**src/rtl/spi_cp_pkg.sv**
```systemverilog
package spi_cp_pkg;
  localparam int ADDR_W = 10;
  localparam int DATA_W = 24;
  localparam int PADR_W = 8;
  localparam int HDR_W  = 16;
  localparam int PAY_W  = 32;
  localparam int CNT_W  = 6;
  localparam int SEL_N  = 4;

  typedef enum logic [1:0] {
    KIND_DATA = 2'd0,
    KIND_SAFE = 2'd1,
    KIND_CAPT = 2'd2
  } frame_kind_e;

  // frame lengths in bits, header included
  localparam logic [CNT_W-1:0] LEN_DATA = CNT_W'(HDR_W + DATA_W);
  localparam logic [CNT_W-1:0] LEN_SAFE = CNT_W'(HDR_W + PADR_W + DATA_W);
  localparam logic [CNT_W-1:0] LEN_CAPT = CNT_W'(HDR_W + 16);
endpackage

```
**src/rtl/spi_cp_sync.sv**
```systemverilog
module spi_cp_sync #(
  parameter int STAGES = 2,
  parameter int WIDTH  = 3,
  parameter logic [WIDTH-1:0] RST_VAL = '0
) (
  input  logic             clk,
  input  logic             rst_n,
  input  logic [WIDTH-1:0] async_in,
  output logic [WIDTH-1:0] sync_out
);
  logic [WIDTH-1:0] stage_q [STAGES];

  generate
    for (genvar s = 0; s < STAGES; s++) begin : g_stage
      if (s == 0) begin : g_first
        always_ff @(posedge clk) begin
          if (!rst_n) stage_q[s] <= RST_VAL;
          else        stage_q[s] <= async_in;
        end
      end else begin : g_rest
        always_ff @(posedge clk) begin
          if (!rst_n) stage_q[s] <= RST_VAL;
          else        stage_q[s] <= stage_q[s-1];
        end
      end
    end
  endgenerate

  assign sync_out = stage_q[STAGES-1];
endmodule

```
**src/rtl/spi_cp_rx.sv**
```systemverilog
module spi_cp_rx
  import spi_cp_pkg::*;
(
  input  logic             clk,
  input  logic             rst_n,
  input  logic             cs_act,
  input  logic             sclk_rise,
  input  logic             mosi_s,
  input  logic [CNT_W-1:0] frame_len,   // 0 = no write completion
  output logic             hdr_stb,
  output logic [HDR_W-1:0] hdr,
  output logic             done_stb,
  output logic [PAY_W-1:0] payload
);
  logic [CNT_W-1:0] cnt_q;
  logic             hdr_seen_q;
  logic             closed_q;
  logic [CNT_W-1:0] cnt_nx;

  assign cnt_nx = cnt_q + CNT_W'(1);

  always_ff @(posedge clk) begin
    if (!rst_n) begin
      cnt_q      <= '0;
      hdr_seen_q <= 1'b0;
      closed_q   <= 1'b0;
      hdr_stb    <= 1'b0;
      done_stb   <= 1'b0;
      hdr        <= '0;
      payload    <= '0;
    end else begin
      hdr_stb  <= 1'b0;
      done_stb <= 1'b0;
      if (!cs_act) begin
        cnt_q      <= '0;
        hdr_seen_q <= 1'b0;
        closed_q   <= 1'b0;
      end else if (sclk_rise && !closed_q) begin
        payload <= {payload[PAY_W-2:0], mosi_s};
        if (cnt_q != '1) cnt_q <= cnt_nx;
        if (cnt_q == CNT_W'(HDR_W - 1)) begin
          hdr        <= {payload[HDR_W-2:0], mosi_s};
          hdr_stb    <= 1'b1;
          hdr_seen_q <= 1'b1;
        end
        if (hdr_seen_q && frame_len != '0 && cnt_nx == frame_len) begin
          done_stb <= 1'b1;
          closed_q <= 1'b1;
        end
      end
    end
  end
endmodule

```
**src/rtl/spi_cp_tx.sv**
```systemverilog
module spi_cp_tx
  import spi_cp_pkg::*;
(
  input  logic              clk,
  input  logic              rst_n,
  input  logic              cs_act,
  input  logic              sclk_fall,
  input  logic              load,
  input  logic [DATA_W-1:0] load_data,
  output logic              miso
);
  logic [DATA_W-1:0] sr_q;

  always_ff @(posedge clk) begin
    if (!rst_n || !cs_act) sr_q <= '0;
    else if (load)         sr_q <= load_data;
    else if (sclk_fall)    sr_q <= {sr_q[DATA_W-2:0], 1'b0};
  end

  assign miso = sr_q[DATA_W-1];
endmodule

```
**src/rtl/spi_cp_decode.sv**
```systemverilog
module spi_cp_decode
  import spi_cp_pkg::*;
#(
  parameter logic [ADDR_W-1:0] SAFE_ADDR = 10'h200,
  parameter logic [ADDR_W-1:0] CAPT_ADDR = 10'h201
) (
  input  logic [HDR_W-1:0]  hdr,
  input  logic [PAY_W-1:0]  payload,
  output logic              hdr_ok,
  output logic              is_read,
  output logic [ADDR_W-1:0] addr,
  output frame_kind_e       kind,
  output logic [CNT_W-1:0]  frame_len,
  output logic [DATA_W-1:0] f_data,
  output logic [PADR_W-1:0] f_param,
  output logic [SEL_N-1:0]  f_sel
);
  localparam int RSV_W = HDR_W - ADDR_W - 1;

  always_comb begin
    hdr_ok  = (hdr[HDR_W-1 -: RSV_W] == '0);
    is_read = hdr[ADDR_W];
    addr    = hdr[ADDR_W-1:0];
    if (addr == SAFE_ADDR)      kind = KIND_SAFE;
    else if (addr == CAPT_ADDR) kind = KIND_CAPT;
    else                        kind = KIND_DATA;
    if (!hdr_ok || is_read) frame_len = '0;
    else begin
      unique case (kind)
        KIND_SAFE: frame_len = LEN_SAFE;
        KIND_CAPT: frame_len = LEN_CAPT;
        default:   frame_len = LEN_DATA;
      endcase
    end
  end

  always_comb begin
    f_data  = '0;
    f_param = '0;
    f_sel   = '0;
    unique case (kind)
      KIND_SAFE: begin
        f_param      = payload[PAY_W-1 -: PADR_W];
        f_data[21:0] = payload[21:0];
      end
      KIND_CAPT: begin
        f_data[10:0] = payload[10:0];
        for (int i = 0; i < SEL_N; i++)
          f_sel[i] = (payload[1:0] == 2'(i));
      end
      default: f_data = payload[DATA_W-1:0];
    endcase
  end
endmodule

```
**src/rtl/spi_cp_decoder.sv**
```systemverilog
module spi_cp_decoder
  import spi_cp_pkg::*;
#(
  parameter logic [9:0] SAFE_ADDR   = 10'h200,
  parameter logic [9:0] CAPT_ADDR   = 10'h201,
  parameter int         SYNC_STAGES = 2
) (
  input  logic        clk,
  input  logic        rst_n,
  input  logic        busy,
  input  logic        sclk,
  input  logic        cs_n,
  input  logic        mosi,
  output logic        miso,
  output logic        wr_valid,
  input  logic        wr_ready,
  output logic [1:0]  wr_kind,
  output logic [9:0]  wr_addr,
  output logic [7:0]  wr_param,
  output logic [23:0] wr_data,
  output logic [3:0]  wr_cap_sel,
  output logic        rd_req_valid,
  input  logic        rd_req_ready,
  output logic [9:0]  rd_req_addr,
  input  logic        rd_rsp_valid,
  input  logic [23:0] rd_rsp_data
);
  // ---- synchronise the serial pins ----
  logic [2:0] pins_s;
  logic       sclk_s, sclk_d, cs_n_s, mosi_s;
  logic       cs_act, sclk_rise, sclk_fall;

  spi_cp_sync #(.STAGES(SYNC_STAGES), .WIDTH(3), .RST_VAL(3'b010)) u_sync (
    .clk      (clk),
    .rst_n    (rst_n),
    .async_in ({sclk, cs_n, mosi}),
    .sync_out (pins_s)
  );
  assign {sclk_s, cs_n_s, mosi_s} = pins_s;

  always_ff @(posedge clk) begin
    if (!rst_n) sclk_d <= 1'b0;
    else        sclk_d <= sclk_s;
  end

  assign cs_act    = !cs_n_s;
  assign sclk_rise = sclk_s && !sclk_d;
  assign sclk_fall = !sclk_s && sclk_d;

  // ---- frame assembly ----
  logic             hdr_stb, done_stb;
  logic [HDR_W-1:0] hdr;
  logic [PAY_W-1:0] payload;
  logic [CNT_W-1:0] frame_len;

  spi_cp_rx u_rx (
    .clk       (clk),
    .rst_n     (rst_n),
    .cs_act    (cs_act),
    .sclk_rise (sclk_rise),
    .mosi_s    (mosi_s),
    .frame_len (frame_len),
    .hdr_stb   (hdr_stb),
    .hdr       (hdr),
    .done_stb  (done_stb),
    .payload   (payload)
  );

  // ---- decode ----
  logic              hdr_ok, is_read;
  logic [ADDR_W-1:0] dec_addr;
  frame_kind_e       dec_kind;
  logic [DATA_W-1:0] f_data;
  logic [PADR_W-1:0] f_param;
  logic [SEL_N-1:0]  f_sel;

  spi_cp_decode #(.SAFE_ADDR(SAFE_ADDR), .CAPT_ADDR(CAPT_ADDR)) u_dec (
    .hdr       (hdr),
    .payload   (payload),
    .hdr_ok    (hdr_ok),
    .is_read   (is_read),
    .addr      (dec_addr),
    .kind      (dec_kind),
    .frame_len (frame_len),
    .f_data    (f_data),
    .f_param   (f_param),
    .f_sel     (f_sel)
  );

  // ---- write stream register ----
  always_ff @(posedge clk) begin
    if (!rst_n) begin
      wr_valid   <= 1'b0;
      wr_kind    <= '0;
      wr_addr    <= '0;
      wr_param   <= '0;
      wr_data    <= '0;
      wr_cap_sel <= '0;
    end else if (wr_valid && wr_ready) begin
      wr_valid <= 1'b0;
    end else if (done_stb && !busy && !wr_valid) begin
      wr_valid   <= 1'b1;
      wr_kind    <= dec_kind;
      wr_addr    <= dec_addr;
      wr_param   <= f_param;
      wr_data    <= f_data;
      wr_cap_sel <= f_sel;
    end
  end

  // ---- read request stream ----
  always_ff @(posedge clk) begin
    if (!rst_n) begin
      rd_req_valid <= 1'b0;
      rd_req_addr  <= '0;
    end else if (rd_req_valid && rd_req_ready) begin
      rd_req_valid <= 1'b0;
    end else if (hdr_stb && hdr_ok && is_read && !rd_req_valid) begin
      rd_req_valid <= 1'b1;
      rd_req_addr  <= dec_addr;
    end
  end

  // ---- read-back shifter ----
  spi_cp_tx u_tx (
    .clk       (clk),
    .rst_n     (rst_n),
    .cs_act    (cs_act),
    .sclk_fall (sclk_fall),
    .load      (rd_rsp_valid),
    .load_data (rd_rsp_data),
    .miso      (miso)
  );
endmodule

```
**config.mk**
```make
export PLATFORM = sky130hd
export DESIGN_NAME = spi_cp_decoder
export DESIGN_NICKNAME = d
export VERILOG_FILES = /design/src/rtl/spi_cp_pkg.sv /design/src/rtl/spi_cp_sync.sv /design/src/rtl/spi_cp_rx.sv /design/src/rtl/spi_cp_tx.sv /design/src/rtl/spi_cp_decode.sv /design/src/rtl/spi_cp_decoder.sv
export SDC_FILE = /design/constraint.sdc
export NUM_CORES = 1
export LEC_CHECK = 0
export BUFFER_PORTS_ARGS = -buffer_cell sky130_fd_sc_hd__buf_2
export CAP_MARGIN = 20
export CORE_ASPECT_RATIO = 0.5
export CORE_MARGIN = 2
export CORE_UTILIZATION = 50
export CTS_CLUSTER_DIAMETER = 150
export DETAILED_ROUTE_END_ITERATION = 10
export PLACE_DENSITY = 0.8
export SLEW_MARGIN = 20
export SYNTH_ARGS = -nofsm -noshare
export SYNTH_HDL_FRONTEND = slang
export SYNTH_SLANG_ARGS = --single-unit
```
**constraint.sdc**
```tcl
create_clock -name clk -period 1.9 [get_ports clk]
set_clock_uncertainty 0.15 [all_clocks]
set_input_delay 0 -clock clk [delete_from_list [all_inputs] [get_ports clk]]
set_output_delay 0 -clock clk [all_outputs]
set_load 0.1 [all_outputs]
```
==> out/qor.yml <==
cts:
  cts_tree: "yes"
  clock_sinks: 149
  cts_made_buffers: 17
  clock_path_buffers: 2
  htreeDepth: 4
  clock_latency_ns: 0.42
  cts-root-buf: "clkbuf_16"
  cts.clk_slew.worst_paths_ns: 0.06
power_and_ir_drop:
  power_switching_share: 0.2075
  power_density_nw_per_um2: 902.4
  vdd_drop_max_v: 0.0005974
  p_sw_uw: 1373
  share_comb_of_total_power: 0.035
  power.sequential.fraction: 0.475
  p_int_uw: 5243
  power_uw: 6616
  leakagePower_uw: 0.003013
  power.share.clock: 0.490
sta:
  rsz0062_at_grt: "yes"
  fmax_mhz: 466.4
  worstMarginPinSlew_ns: 0.7469
  fin_crit_sh: 1.129
  slew_violations: 0
  max-slew-margin-rel: 0.5021
  hold_viol: 0
  setup_viol: 16
  fin_ws_ns: -0.2443
  period_needed_ns: 2.144
  hold_slack_ns: 0.09033
yosys:
  synth_top_area_frac: 0.5418
  yosysTopAreaCell: "dfxtp_1"
  syn-mean-instance-area_um2: 8.615
  synth_edf_count: 0
  yosysSeqAreaShare: 0.5418
  netlist_area_um2: 5505
  synth_fp_nets: 673
  async_flop_share: 0
  ys_top_cells_by_area: "dfxtp_1 54%, nand2_1 9.6%, mux2i_1 9.1%"
  synth_ff_type: "dfxtp_1"
  synth_commonest_cells: "149 x dfxtp_1, 141 x nand2_1, 97 x a21oi_1, 97 x nor2_1, 50 x mux2i_1"
  synth.most_common_cell: "dfxtp_1"
  ys_warn_count: 0
  yosys.cell_types.count: 37
  netlist_instances: 639
  synth-seq-cells: 149
worst_hold_path:
  whs_path_depth: 3
  min_from: "rd_rsp_valid"
  min_path_type: "in -> reg"
  holdPathEnd: "u_tx.sr_q[23]"
die:
  die_h_um: 78.20
  rows: 27
  initial_core_util: 0.5077
  design.core.area_um2: 10840
  boundaryPins: 94
  die_width_um: 152.4
  dieArea_um2: 11920
critical_path:
  worstRegToRegCells: 6
  endpoint_kind: "flop"
  cp_max_fo: 10
  worst_ep_arrival_time_ns: 2.29
  critPathRequiredTime_ns: 2.04
  r2r-end: "u_rx.hdr[0]"
  crit_path_start_kind: "flop"
  cp_slowest_cell: "or4b_4"
  r2r-start: "u_rx.closed_q"
  reg2reg_slack_ns: -0.24
  critPathKind: "reg -> reg"
  path_cells: "or3b_4, or4b_4, nor2_8, buf_12, mux2i_4, nor2_1"
  max_stage_delay_ns: 0.57
grt:
  overflow: 0
  grt_pass1_wl_um: 21940
  grt_max_degree: 68
  first_global_vias: 4630
  grt_usage: 0.2289
  antenna_found_initial: 0
routing:
  drc_errors: 0
  wirelength_um: 13290
  dr.pass1.iters: 4
  drt_iter0_markers: 248
  viasPerCell: 5.105
  vias: 4794
  drtAntennaViolNets: 0
  wl_per_cell_um: 14.16
status:
  status: "finished with violations"
  violations: "setup timing"
place:
  post-dp-hpwl_um: 8036
  place_congestion: 0.8303
  place_inst: 872
  io_buffers: 93
run:
  maxCapViolations: 0
cells_and_area:
  num_antenna_cells: 0
  fill_cells: 825
  layout-drive-gt1-share: 0.2254
  synthToLayoutAreaGrowth_pct: 33.18
  finalCoreUtilization: 0.6761
  stdcell_count: 939
  fin_nets: 815
[worst max-delay path, delay by kind of cell (launching register included)]
family / cells / cell delay, ns
simple gates: 4 / 1.16
flops: 1 / 0.32
buf+inv: 1 / 0.16
mux: 1 / 0.23
[cell type report]
cell class	count	area (um2)	area share
inverter	5	18.77	0.002560
sequential	149	2990	0.4079
multi-input combinational	444	2401	0.3275
clock buffer	23	467.9	0.06382
tap	145	181.4	0.02474
clock inverter	9	102.6	0.01399
timing repair buffer	164	1170	0.1596
[placed cells by master (no fill, tap or decap), types with 3 or more instances in the layout]
master | synthesis | final
inv_1 | 4 | 4
nor2_1 | 97 | 96
mux2i_1 | 50 | 48
dfxtp_1 | 149 | 145
xor2_1 | 4 | 4
buf_2 | 1 | 93
buf_12 | 1 | 6
clkbuf_1 | 37 | 4
xnor2_1 | 4 | 4
buf_6 | 0 | 3
nand2b_1 | 5 | 5
a22oi_1 | 8 | 8
or3_1 | 3 | 3
clkinvlp_4 | 0 | 3
nand3_1 | 4 | 4
nand2_1 | 141 | 141
buf_4 | 0 | 28
clkbuf_16 | 0 | 17
dlygate4sd3_1 | 0 | 34
and2_1 | 6 | 6
dfxtp_2 | 0 | 3
a21oi_1 | 97 | 97
clkinv_2 | 0 | 4
[flip-flops by register name, summed over array words and instances (netlist names), 8 cells and up]
name,cells
rd_req_addr,10
u_rx.hdr,16
u_rx.payload,32
u_tx.sr_q,24
wr_addr,10
wr_data,24
wr_param,8
[kinds of logic (layout without fill, tap and decap cells)]
kind of cell | after synthesis | after routing | synth area share
AND/OR/NAND/NOR | 273 | 273 | 0.2086
flip-flops | 149 | 149 | 0.5418
AO/OA/AOI/OAI | 112 | 112 | 0.1091
multiplexers | 50 | 50 | 0.09091
buffers and inverters | 46 | 201 | 0.03454
XOR/XNOR | 8 | 8 | 0.01273
adder cells (fa/ha/maj) | 1 | 1 | 0.002272
[metal layers]
layer  vias up  track usage  wire length, um
met5         -            0                0
met3        20      0.05743              651
met4         0      0.08224              193
li1       2397            -                -
met1      2256       0.2834             5907
met2       121       0.3928             6540
[worst max-delay path by stage]
stage	slack [ns]	cells after the start	startpoint	to
after floorplan	-0.19	6	u_sync.stage_q[1][2]	u_rx.hdr[10]
after global placement	-0.13	6	u_rx.closed_q	u_rx.hdr[4]
after detailed placement	-0.20	6	u_rx.closed_q	u_rx.hdr[9]
after CTS	-0.26	6	u_rx.closed_q	u_rx.hdr[0]
after global routing	-0.29	6	u_rx.closed_q	u_rx.hdr[0]
final	-0.24	6	u_rx.closed_q	u_rx.hdr[0]
[what timing repair did]
item                                   in CTS  in global routing
pin swaps                                   1                  5
hold buffers                               34                  0
cloned                                      0                  0
setup endpoints to repair                  18                 20
endpoints found under the hold margin      47                  0
gates resized for setup                     3                 12
setup buffers                               0                  1
[stage by stage]
step | setup TNS, ns | area, um2 | worst slack [ns]
after floorplan | -2.263 | 5522 | -0.1901
after global placement | -1.919 | 6356 | -0.1322
after detailed placement | -2.651 | 6356 | -0.2003
after CTS | -3.120 | 7276 | -0.2557
after global routing | -4.231 | 7332 | -0.2861
final | -2.931 | 7332 | -0.2443
[power groups by stage]
| stage | clock, uW | sequential [uW] | combinational (uW) |
|---|---|---|---|
| 4_1_cts | 3280 | 3140 | 221 |
| 6_report | 3240 | 3140 | 229 |
| 3_3_place_gp | 0 | 3210 | 165 |
| 3_5_place_dp | 0 | 3210 | 167 |
| 5_1_grt | 3440 | 3140 | 249 |
| 2_1_floorplan | 0 | 3210 | 95.4 |
Power figures use the tool's default switching activity.
